===== src/rtl/wbg_pkg.sv =====
package wbg_pkg;

  typedef enum logic [1:0] {
    LD_IDLE  = 2'd0,
    LD_DRAIN = 2'd1,
    LD_ADDR  = 2'd2,
    LD_RESP  = 2'd3
  } ld_state_e;

endpackage


===== src/rtl/wbg_fifo.sv =====
module wbg_fifo #(
  parameter int DEPTH = 8,
  parameter int QA_W  = 28,
  parameter int QB    = 16
) (
  input  logic                   clk,
  input  logic                   rst_n,
  input  logic                   push_en,
  input  logic [QA_W-1:0]        push_qa,
  input  logic [8*QB-1:0]        push_data,
  input  logic [QB-1:0]          push_be,
  input  logic                   merge_en,
  input  logic [8*QB-1:0]        merge_data,
  input  logic [QB-1:0]          merge_be,
  input  logic                   pop_en,
  output logic [$clog2(DEPTH+1)-1:0] count_o,
  output logic [QA_W-1:0]        head_qa_o,
  output logic [8*QB-1:0]        head_data_o,
  output logic [QB-1:0]          head_be_o,
  output logic [QA_W-1:0]        young_qa_o
);

  localparam int DATA_W = 8 * QB;
  localparam int PTR_W  = (DEPTH > 1) ? $clog2(DEPTH) : 1;
  localparam int CNT_W  = $clog2(DEPTH + 1);

  logic [QA_W-1:0]   qa_mem  [DEPTH];
  logic [DATA_W-1:0] dat_mem [DEPTH];
  logic [QB-1:0]     be_mem  [DEPTH];

  logic [PTR_W-1:0]  wr_q, wr_d, rd_q, rd_d, yng;
  logic [CNT_W-1:0]  cnt_q, cnt_d;
  logic [DATA_W-1:0] merged_data;

  function automatic logic [PTR_W-1:0] ptr_inc(input logic [PTR_W-1:0] p);
    return (p == PTR_W'(DEPTH - 1)) ? '0 : p + 1'b1;
  endfunction

  always_comb begin
    wr_d  = push_en ? ptr_inc(wr_q) : wr_q;
    rd_d  = pop_en  ? ptr_inc(rd_q) : rd_q;
    cnt_d = cnt_q + CNT_W'(push_en) - CNT_W'(pop_en);
    yng   = (wr_q == '0) ? PTR_W'(DEPTH - 1) : wr_q - 1'b1;
  end

  always_ff @(posedge clk or negedge rst_n) begin
    if (!rst_n) begin
      wr_q  <= '0;
      rd_q  <= '0;
      cnt_q <= '0;
    end else begin
      wr_q  <= wr_d;
      rd_q  <= rd_d;
      cnt_q <= cnt_d;
    end
  end

  // byte-lane merge of new store bytes over the youngest entry
  for (genvar b = 0; b < QB; b++) begin : g_merge
    assign merged_data[8*b +: 8] = merge_be[b] ? merge_data[8*b +: 8]
                                               : dat_mem[yng][8*b +: 8];
    assign head_data_o[8*b +: 8] = be_mem[rd_q][b] ? dat_mem[rd_q][8*b +: 8]
                                                   : 8'h00;
  end

  // storage carries no reset: occupancy is tracked by the pointers
  always_ff @(posedge clk) begin
    if (push_en) begin
      qa_mem[wr_q]  <= push_qa;
      dat_mem[wr_q] <= push_data;
      be_mem[wr_q]  <= push_be;
    end else if (merge_en) begin
      dat_mem[yng] <= merged_data;
      be_mem[yng]  <= be_mem[yng] | merge_be;
    end
  end

  assign count_o    = cnt_q;
  assign head_qa_o  = qa_mem[rd_q];
  assign head_be_o  = be_mem[rd_q];
  assign young_qa_o = qa_mem[yng];

endmodule


===== src/rtl/wbg_ctrl.sv =====
module wbg_ctrl #(
  parameter int QA_W       = 28,
  parameter int OFF_W      = 4,
  parameter int SIZE_W     = 3,
  parameter int QB         = 16,
  parameter int IDLE_LIMIT = 4
) (
  input  logic              clk,
  input  logic              rst_n,
  input  logic              st_fire,
  input  logic              st_accel,
  input  logic [QA_W-1:0]   st_qa,
  input  logic [OFF_W-1:0]  st_off,
  input  logic [SIZE_W-1:0] st_size,
  input  logic [QA_W-1:0]   young_qa,
  input  logic              flush,
  output logic              push_en,
  output logic              merge_en,
  output logic [QB-1:0]     st_be,
  output logic              open_o
);

  localparam int IW = $clog2(IDLE_LIMIT + 1);

  logic            open_q, open_d;
  logic [OFF_W:0]  nxt_q, nxt_d;
  logic [IW-1:0]   idle_q, idle_d;
  logic [OFF_W:0]  nbytes, end_off;
  logic            hit;

  always_comb begin
    nbytes  = (OFF_W+1)'(1) << st_size;
    end_off = {1'b0, st_off} + nbytes;
    for (int i = 0; i < QB; i++) begin
      st_be[i] = ((OFF_W+1)'(i) >= {1'b0, st_off}) && ((OFF_W+1)'(i) < end_off);
    end
    hit      = open_q && st_accel && (st_qa == young_qa) && ({1'b0, st_off} == nxt_q);
    push_en  = st_fire && !hit;
    merge_en = st_fire && hit;
  end

  always_comb begin
    open_d = open_q;
    nxt_d  = nxt_q;
    idle_d = idle_q;
    if (st_fire) begin
      open_d = st_accel && (end_off != (OFF_W+1)'(QB));
      nxt_d  = end_off;
      idle_d = '0;
    end else if (open_q) begin
      if (flush || (idle_q == IW'(IDLE_LIMIT - 1))) begin
        open_d = 1'b0;
        idle_d = '0;
      end else begin
        idle_d = idle_q + 1'b1;
      end
    end
  end

  always_ff @(posedge clk or negedge rst_n) begin
    if (!rst_n) begin
      open_q <= 1'b0;
      nxt_q  <= '0;
      idle_q <= '0;
    end else begin
      open_q <= open_d;
      nxt_q  <= nxt_d;
      idle_q <= idle_d;
    end
  end

  assign open_o = open_q;

endmodule


===== src/rtl/wbg_ld_seq.sv =====
module wbg_ld_seq #(
  parameter int ADDR_W = 32,
  parameter int DATA_W = 128
) (
  input  logic              clk,
  input  logic              rst_n,
  input  logic              ld_valid,
  input  logic [ADDR_W-1:0] ld_addr,
  input  logic              wr_empty,
  input  logic              br_ready,
  input  logic              br_rvalid,
  input  logic [DATA_W-1:0] br_rdata,
  output logic              br_valid,
  output logic [ADDR_W-1:0] br_addr,
  output logic              ld_done,
  output logic [DATA_W-1:0] ld_rdata,
  output logic              busy
);

  import wbg_pkg::*;

  ld_state_e st_q, st_d;

  always_comb begin
    st_d = st_q;
    unique case (st_q)
      LD_IDLE:  if (ld_valid)  st_d = LD_DRAIN;
      LD_DRAIN: if (wr_empty)  st_d = LD_ADDR;
      LD_ADDR:  if (br_ready)  st_d = LD_RESP;
      LD_RESP:  if (br_rvalid) st_d = LD_IDLE;
      default:                 st_d = LD_IDLE;
    endcase
  end

  always_ff @(posedge clk or negedge rst_n) begin
    if (!rst_n) st_q <= LD_IDLE;
    else        st_q <= st_d;
  end

  assign br_valid = (st_q == LD_ADDR);
  assign br_addr  = ld_addr;
  assign ld_done  = (st_q == LD_RESP) && br_rvalid;
  assign ld_rdata = br_rdata;
  assign busy     = (st_q != LD_IDLE);

endmodule


===== src/rtl/wb_gather_buf.sv =====
module wb_gather_buf #(
  parameter int ADDR_W     = 32,
  parameter int QB         = 16,
  parameter int DEPTH      = 8,
  parameter int SIZE_W     = 3,
  parameter int IDLE_LIMIT = 4
) (
  input  logic              clk,
  input  logic              rst_n,
  input  logic              st_valid,
  output logic              st_ready,
  input  logic              st_accel,
  input  logic [SIZE_W-1:0] st_size,
  input  logic [ADDR_W-1:0] st_addr,
  input  logic [8*QB-1:0]   st_data,
  input  logic              sync_req,
  output logic              sync_ack,
  input  logic              ld_valid,
  input  logic [ADDR_W-1:0] ld_addr,
  output logic              ld_done,
  output logic [8*QB-1:0]   ld_rdata,
  output logic              bw_valid,
  input  logic              bw_ready,
  output logic [ADDR_W-1:0] bw_addr,
  output logic [8*QB-1:0]   bw_data,
  output logic [QB-1:0]     bw_be,
  output logic              br_valid,
  input  logic              br_ready,
  output logic [ADDR_W-1:0] br_addr,
  input  logic              br_rvalid,
  input  logic [8*QB-1:0]   br_rdata
);

  localparam int DATA_W = 8 * QB;
  localparam int OFF_W  = $clog2(QB);
  localparam int QA_W   = ADDR_W - OFF_W;
  localparam int CNT_W  = $clog2(DEPTH + 1);

  logic              st_fire, push_en, merge_en, open_flag, ld_busy, flush, pop_en;
  logic [QB-1:0]     st_be;
  logic [CNT_W-1:0]  wr_count;
  logic [QA_W-1:0]   head_qa, young_qa, st_qa;
  logic [OFF_W-1:0]  st_off;

  assign st_qa    = st_addr[ADDR_W-1:OFF_W];
  assign st_off   = st_addr[OFF_W-1:0];
  assign flush    = sync_req || ld_valid;
  assign st_ready = (wr_count != CNT_W'(DEPTH)) && !flush && !ld_busy;
  assign st_fire  = st_valid && st_ready;

  // the open youngest entry is held back until it closes
  assign bw_valid = (wr_count != '0) && !(open_flag && (wr_count == CNT_W'(1)));
  assign pop_en   = bw_valid && bw_ready;
  assign bw_addr  = {head_qa, {OFF_W{1'b0}}};
  assign sync_ack = sync_req && (wr_count == '0);

  wbg_ctrl #(
    .QA_W(QA_W), .OFF_W(OFF_W), .SIZE_W(SIZE_W), .QB(QB), .IDLE_LIMIT(IDLE_LIMIT)
  ) u_ctrl (
    .clk      (clk),
    .rst_n    (rst_n),
    .st_fire  (st_fire),
    .st_accel (st_accel),
    .st_qa    (st_qa),
    .st_off   (st_off),
    .st_size  (st_size),
    .young_qa (young_qa),
    .flush    (flush),
    .push_en  (push_en),
    .merge_en (merge_en),
    .st_be    (st_be),
    .open_o   (open_flag)
  );

  wbg_fifo #(
    .DEPTH(DEPTH), .QA_W(QA_W), .QB(QB)
  ) u_fifo (
    .clk         (clk),
    .rst_n       (rst_n),
    .push_en     (push_en),
    .push_qa     (st_qa),
    .push_data   (st_data),
    .push_be     (st_be),
    .merge_en    (merge_en),
    .merge_data  (st_data),
    .merge_be    (st_be),
    .pop_en      (pop_en),
    .count_o     (wr_count),
    .head_qa_o   (head_qa),
    .head_data_o (bw_data),
    .head_be_o   (bw_be),
    .young_qa_o  (young_qa)
  );

  wbg_ld_seq #(
    .ADDR_W(ADDR_W), .DATA_W(DATA_W)
  ) u_ld (
    .clk       (clk),
    .rst_n     (rst_n),
    .ld_valid  (ld_valid),
    .ld_addr   (ld_addr),
    .wr_empty  (wr_count == '0),
    .br_ready  (br_ready),
    .br_rvalid (br_rvalid),
    .br_rdata  (br_rdata),
    .br_valid  (br_valid),
    .br_addr   (br_addr),
    .ld_done   (ld_done),
    .ld_rdata  (ld_rdata),
    .busy      (ld_busy)
  );

endmodule


===== config.mk =====
export PLATFORM = sky130hd
export DESIGN_NAME = wb_gather_buf
export DESIGN_NICKNAME = d
export VERILOG_FILES = /design/src/rtl/wbg_pkg.sv /design/src/rtl/wbg_fifo.sv /design/src/rtl/wbg_ctrl.sv /design/src/rtl/wbg_ld_seq.sv /design/src/rtl/wb_gather_buf.sv
export SDC_FILE = /design/constraint.sdc
export NUM_CORES = 2
export LEC_CHECK = 0
export ABC_AREA = 1
export BUFFER_PORTS_ARGS = -buffer_cell sky130_fd_sc_hd__buf_2
export CORE_ASPECT_RATIO = 1.25
export CORE_MARGIN = 10
export CORE_UTILIZATION = 49
export DETAILED_ROUTE_END_ITERATION = 6
export PLACE_DENSITY = 0.68
export SETUP_SLACK_MARGIN = 0.5
export SLEW_MARGIN = 20
export SYNTH_ARGS = -nofsm -noshare
export SYNTH_HDL_FRONTEND = slang
export SYNTH_SLANG_ARGS = --single-unit

===== constraint.sdc =====
create_clock -name clk -period 6.4 [get_ports clk]
set_input_delay 0.32 -clock clk [delete_from_list [all_inputs] [get_ports clk]]
set_output_delay 0.32 -clock clk [all_outputs]
set_load 0.01 [all_outputs]

**Yosys cells after proc, flatten, opt, wreduce, memory -nomap -nowiden**

Memory sizes are Yosys's and may differ from the RTL's.
Index checks and enable logic that the tools add are counted.

- Flip-flop bits (word level): 21
- RAM bits: 1,376
- Memories: 3
- Word-level logic and storage cells: 198

- Equality and inequality tests: 31
- Bitwise operators: 1
- $lt $le $gt $ge: 31
- Multiplexer cells: 57
- Reduce and logical (&&, ||, !) cells: 60
- Add/sub/neg operators: 7
- Shift operators: 1

Memories:

| memory | depth | width | rd ports | clocked after memory_dff | wr ports | RTL line | source |
|---|---|---|---|---|---|---|---|
| u_fifo.dat_mem | 8 | 128 | 1 | 0 | 1 | wbg_fifo.sv:28 | `logic [DATA_W-1:0] dat_mem [DEPTH];` |
| u_fifo.qa_mem | 8 | 28 | 2 | 0 | 1 | wbg_fifo.sv:27 | `logic [QA_W-1:0] qa_mem [DEPTH];` |
| u_fifo.be_mem | 8 | 16 | 2 | 0 | 1 | wbg_fifo.sv:29 | `logic [QB-1:0] be_mem [DEPTH];` |

Operators by type and width:

| cell | number |
|---|---|
| $mux W8 | 32 |
| $mux W128 | 1 |
| $reduce_or A128 Y1 | 1 |
| $lt A4 B5 Y1 const A | 8 |
| $mux W16 | 2 |
| $reduce_and A2 Y1 | 16 |
| $logic_and A1 B1 Y1 | 29 |
| $eq A28 B28 Y1 | 1 |
| $ge A4 B4 Y1 const A | 7 |
| $mux W3 | 8 |
| $lt A3 B5 Y1 const A | 4 |
| $ge A3 B4 Y1 const A | 4 |
| $ne A1 B1 Y1 const B | 16 |
| $or A16 B16 Y16 | 1 |
| $reduce_or A16 Y1 | 1 |
| $lt A1 B5 Y1 const A | 2 |
| $lt A2 B5 Y1 const A | 2 |
| $add A3 B1 Y3 const B | 3 |
| $mux W1 | 9 |
| $ge A1 B4 Y1 const A | 2 |
| $ge A2 B4 Y1 const A | 2 |
| $mux W2 | 4 |
| $pmux W2 S4 | 1 |
| $eq A3 B3 Y1 const B | 2 |
| other kinds (22) | 30 |

**Logic depth before layout (Yosys ltp)**

An unclocked memory read counts as a cell.

- Depth after elaboration: 13
- Gate-level depth with buffers: 29

**Modules after synthesis**

Synthesis repeated with hierarchy kept, for this count alone.

- Cell total of the unflattened synthesis: 6,067
- Area, all modules: 63,797.4 sq um

By module, submodules not included:

| module | cells each | area each (sq um) | seq. area each (sq um) | instances |
|---|---|---|---|---|
| wbg_fifo | 5,577 | 60,780.8 | 41,569.9 | 1 |
| wbg_ctrl | 274 | 1,448.9 | 225.2 | 1 |
| wbg_ld_seq | 190 | 1,437.6 | 50.0 | 1 |
| wb_gather_buf | 26 | 130.1 | 0.0 | 1 |

**Least setup slack after synthesis**

Ideal clock, no wire load.

- Path type: register -> register
- From: register u_fifo.wr_q[0]
- To: memory u_fifo.qa_mem[5][0], enable pin
- Required time: 5,952 ps
- Path buffers: 5
- Library setup time: 448 ps
- Cell stages (with the launch flop): 21
- Data arrival time: 5,038 ps
- Period minus slack after synthesis: 5,486 ps
- Setup slack: 914 ps
- Cells stage by stage: dfrtp_1 -> buf_2 -> buf_1 -> inv_1 -> ha_1 -> buf_2 -> inv_1 -> buf_2 -> buf_1 -> nand3_1 -> nand3_1 -> nand2_1 -> nand2_1 -> nand2_1 -> nand3_1 -> nor2_1 -> nand2_1 -> nor2_4 -> nor2_1 -> nand2_1 -> nor3_1

- Longest elaborated chain between the ends: 10

Ends and longest elaborated chain:

| element | RTL line | source |
|---|---|---|
| from (decl) | wbg_fifo.sv:31 | `logic [PTR_W-1:0] wr_q, wr_d, rd_q, rd_d, yng;` |
| from (signal assigned) | wbg_fifo.sv:52 | `wr_q <= wr_d;` |
| $sub A3 B1 Y3 or $logic_not A3 Y1 (tied branches) | wbg_fifo.sv:43 | `yng = (wr_q == '0) ? PTR_W'(DEPTH - 1) : wr_q - 1'b1;` |
| $mux W3 (*) | wbg_fifo.sv:43 |  |
| $mem_v2 Z8 W28 (*) | -- |  |
| $eq A28 B28 Y1 (*) | wbg_ctrl.sv:37 | `hit = open_q && st_accel && (st_qa == young_qa) && ({1'b0, st_off} == nxt_q);` |
| $logic_and A1 B1 Y1 (*) (2 in series) | wbg_ctrl.sv:37 |  |
| $logic_not A1 Y1 (*) | wbg_ctrl.sv:38 | `push_en = st_fire && !hit;` |
| $logic_and A1 B1 Y1 (*) | wbg_ctrl.sv:38 |  |
| named net push_en | wb_gather_buf.sv:39 | `logic st_fire, push_en, merge_en, open_flag, ld_busy, flush, pop_en;` |
| $mux W1 (*) | wbg_fifo.sv:68 | `if (push_en) begin` |
| $mux W1 (not written as such) (*) | wbg_fifo.sv:69 | `qa_mem[wr_q] <= push_qa;` |
| to (decl) | wbg_fifo.sv:27 |  |

The timed path passes the listed nets; every way through them passes the cells marked *.

**Worst setup path in the final report**

- From: register u_fifo.wr_q[1]
- To: memory u_fifo.dat_mem[0][51], enable pin

- Longest elaborated chain between the ends: 13

Ends and longest elaborated chain:

| element | RTL line | source |
|---|---|---|
| $sub A3 B1 Y3 or $logic_not A3 Y1 (tied branches) | wbg_fifo.sv:43 |  |
| $mux W3 | wbg_fifo.sv:43 |  |
| $mem_v2 Z8 W28 | -- |  |
| $eq A28 B28 Y1 | wbg_ctrl.sv:37 |  |
| $logic_and A1 B1 Y1 (2 in series) | wbg_ctrl.sv:37 |  |
| $logic_and A1 B1 Y1 or $logic_not A1 Y1 (tied branches) | wbg_ctrl.sv:39, wbg_ctrl.sv:38 |  |
| $mux W1 or $logic_and A1 B1 Y1 (tied branches) | wbg_fifo.sv:72, wbg_ctrl.sv:38 |  |
| $mux W1 | wbg_fifo.sv:68 |  |
| $mux W1 (not written as such) | wbg_fifo.sv:73 | `dat_mem[yng] <= merged_data;` |
| $reduce_and A2 Y1 (no source line) | -- |  |
| $reduce_or A128 Y1 (no source line) | -- |  |
| $mux W3 (no source line) or $mux W16 (tied branches) | -- |  |
| to (decl) | wbg_fifo.sv:28 |  |

Several ways; a longest one is shown, not always the timed one.

==> metrics <==
CTS Buffer Depth=3; Worst Tran Pin Value=1228 ps; CTS tree=built; mux contribution to synthesized area=less than 1%; number of port buffers=348; area grow syn2layout=12.99%; Cell Int Power=18.66 mW; Nets=6287; mean routed wirelength per cell=27.00 um; post-CTS setup buffer count=0; switching power=13.71 mW; Netlist cell types=46; outcome=finished, violations left; final standard cell area without fillers=69990 um^2; H-tree level count=4; Post-Synth Simple-Gate Area=roughly 15%; Initial Util=49.41%; first-pass GRT wire length=297.4 mm; drt initial violations=5566; #FFs+latches synth=~1400; first drt pass iteration count=7; critical path data required time=6810 ps; initial antenna violation count=42; CTS sink count=about 1400; Syn Area/Cell=around 11 um^2; die area=141100 um^2; Post-synth EDFFs=1376; Compound-Gate Fraction of Synth Area=approximately 11%; CP Max Fanout=18; Max Slew Vio Count=0; worst slack at placement=824.9 ps; vias per cell=around 5.9; # rows=145; mapped cell area=roughly 62000 um^2; worst skew pair latency=between 700 and 800 ps; final wirelength=209.4 mm; combinational share of power=42.8%; ANT nets after route=0; peak supply drop=about 500 uV; CTS clk-pin slew, worst paths=60 ps; RD Place Congestion=0.9078; final worst-path setup slack=683.8 ps; Synth top area share=66.71%; core area=approximately 130000 um^2; XOR/XNOR share of the synthesized area=0.08484%; LEAKAGE=25.67 nW; WS Path Type=reg2reg; DP Area=63780 um^2; Clock Skew=31.52 ps; Hold Crit Class=in2reg; post-synthesis adder-cell area fraction=0.5292%; asr flop ratio synth=1.503%; slew margin rel.=17.62%; # IOs=673; DRC viols=3; register area share after synthesis=67.55%; crit path time final=approximately 5700 ps; Post-Syn Instances=5738; CTS root buf=clkbuf_16; Power Dens Cells=462.4 nW/um^2; hpwl dp=roughly 140 mm; Die Width=338.0 um; fmax=174.9 MHz; Arr. time, crit path=6130 ps; CTS Buf Count=135; max-cap violations=0; pin count of the biggest net entering global routing=250; setup TNS=0 ps; largest family of logic cells by synthesized area=simple AND/OR/NAND/NOR gates; Final Hold Fails=0; Clk pwr share=about a quarter; Worst setup SP type=flop; GRT Resource Usage Total=28.65%; RSZ-0062 raised after global routing=true; Sw Ratio=42.35%; leading area contributor after synthesis=edfxtp_1; Die Y=417.5 um; violated checks=design-rule violations; Via Count=45806; Flop pwr share=32.4%; top_reg_cell synth=edfxtp_1; Final Setup Violations=0; Crit. End Element=flop; share of cells above drive strength 1=11.52%; vias in the first global route=43634; crit share post-route=89.32%; total gr overflow=0; synth top area cells=edfxtp_1 67%, o21ai_0 6.2%, nor2_1 5.8%, nand2_1 5.7%, o22ai_1 2.9%; total number of yosys warnings=0
worst max-delay path, cell delays in order, from the launching register on:
cell and delay [ps]:
dfrtp_1 460, clkinv_1 380, ha_1 340, or2_1 250, o21ai_4 570, buf_4 270, nand3_1 100, nand3_1 150
nand2_1 70, nor2_1 120, nand2_1 60, nor2_1 160, nand2_1 120, nor2_4 270, o211ai_1 150, nand2_1 120
nor2_1 90, nand2_2 100, nand2_1 80, nand2_4 170, nand3_4 560, nor2_1 770
cells in the mapped netlist (3+ instances only):
| cell | n |
|---|---|
| buf_1 | 36 |
| a31oi_1 | 44 |
| xor2_1 | 4 |
| nor3_1 | 18 |
| nand2_4 | 8 |
| clkinv_1 | 3 |
| o22ai_1 | 288 |
| nand3_4 | 8 |
| clkbuf_1 | 288 |
| nand2_1 | 948 |
| o21ai_1 | 16 |
| nand3_1 | 313 |
| nor2_1 | 961 |
| inv_2 | 3 |
| o21ai_0 | 770 |
| edfxtp_1 | 1376 |
| o21bai_1 | 3 |
| a21oi_1 | 109 |
| or2_2 | 9 |
| buf_2 | 15 |
| o211ai_1 | 18 |
| buf_6 | 21 |
| inv_1 | 240 |
| dfrtp_1 | 21 |
| ha_1 | 23 |
| buf_4 | 167 |
through the flow:
| stage | std cells | power [mW] | hold slack (ps) | utilization [%] |
|---|---|---|---|---|
| 4_1_cts | 7724 | 32.27 | 6.620 | 55.72 |
| 5_1_grt | 7748 | 34.06 | 64.71 | 55.81 |
| 2_1_floorplan | 5741 | 19.25 | 24.41 | - |
| 6_report | 7756 | 32.36 | 50.91 | 55.83 |
| 3_3_place_gp | 7318 | 24.10 | 324.9 | 50.86 |
| 3_5_place_dp | 7318 | 24.22 | 339.9 | 50.87 |
cells in the final DEF (no fill, tap or decap), types with 21 or more instances in the layout:
master	n
a21oi_1	109
a31oi_1	36
buf_2	348
buf_4	59
clkbuf_1	23
clkbuf_16	137
clkinv_1	22
clkinv_2	21
diode_2	32
dlygate4sd3_1	165
edfxtp_1	1376
ha_1	22
inv_1	237
nand2_1	948
nand3_1	313
nor2_1	939
nor2_2	22
o21ai_0	770
o22ai_1	288
worst paths after layout:
path,depth (start not counted),start,endpoint,slack [ps]
max,21,u_fifo.wr_q[1],u_fifo.dat_mem[0][51],680
min,5,st_valid,u_ctrl.nxt_q[3],50
max reg2reg,21,u_fifo.wr_q[1],u_fifo.dat_mem[0][51],680
min reg2reg,1,u_ctrl.idle_q[0],u_ctrl.idle_q[0],500
max in group asynchronous,2,rst_n,u_fifo.wr_q[0],5910
min in group asynchronous,2,rst_n,u_ld.st_q[1],60
cells by family after synthesis:
| kind of cell | Yosys count |
|---|---|
| mux | 1 |
| xor+xnor | 6 |
| fa+ha+maj | 25 |
| compound gates | 1257 |
| simple gates | 2277 |
| other cells | 1 |
| flops | 1397 |
| buf+inv | 774 |
power by group through the flow:
| stage | registers, mW | clock network [mW] | logic [mW] |
|---|---|---|---|
| 2_1_floorplan | 10.5 | 0 | 8.77 |
| 3_3_place_gp | 10.7 | 0 | 13.4 |
| 3_5_place_dp | 10.7 | 0 | 13.5 |
| 4_1_cts | 10.5 | 8.08 | 13.7 |
| 5_1_grt | 10.5 | 8.45 | 15.1 |
| 6_report | 10.5 | 8.00 | 13.9 |
layout make-up:
class                   instances  area (um^2)
fillers                     10426        55380
flip-flops and latches       1397        41860
multi-input cells            3570        16580
repair buffers                579         3976
clock buffers                 161         3528
well taps                    1690         2115
inverters                     247        952.2
clock inverters                80        899.6
diodes                         32        80.08
routing by layer:
layer | track usage [%] | routed length [um]
met2 | 47.71 | 102000
met5 | 0 | 149
met1 | 31.67 | 68240
met3 | 7.507 | 22180
met4 | 20.26 | 16810
repair_timing:
item / in CTS / in global routing
hold endpoints to repair: 1276 / 0
hold buffers: 165 / 0
endpoints found under the setup margin: 0 / 199
resized for setup: 0 / 13
sequential cells by signal (all words and copies together), names as in the netlist:
| name | flops |
|---|---|
| u_ctrl.idle_q | 3 |
| u_ctrl.nxt_q | 5 |
| u_ctrl.open_o | 1 |
| u_fifo.be_mem | 128 |
| u_fifo.count_o | 4 |
| u_fifo.dat_mem | 1024 |
| u_fifo.qa_mem | 224 |
| u_fifo.rd_q | 3 |
| u_fifo.wr_q | 3 |
| u_ld.st_q | 2 |
(Power assumes the default switching activity.)
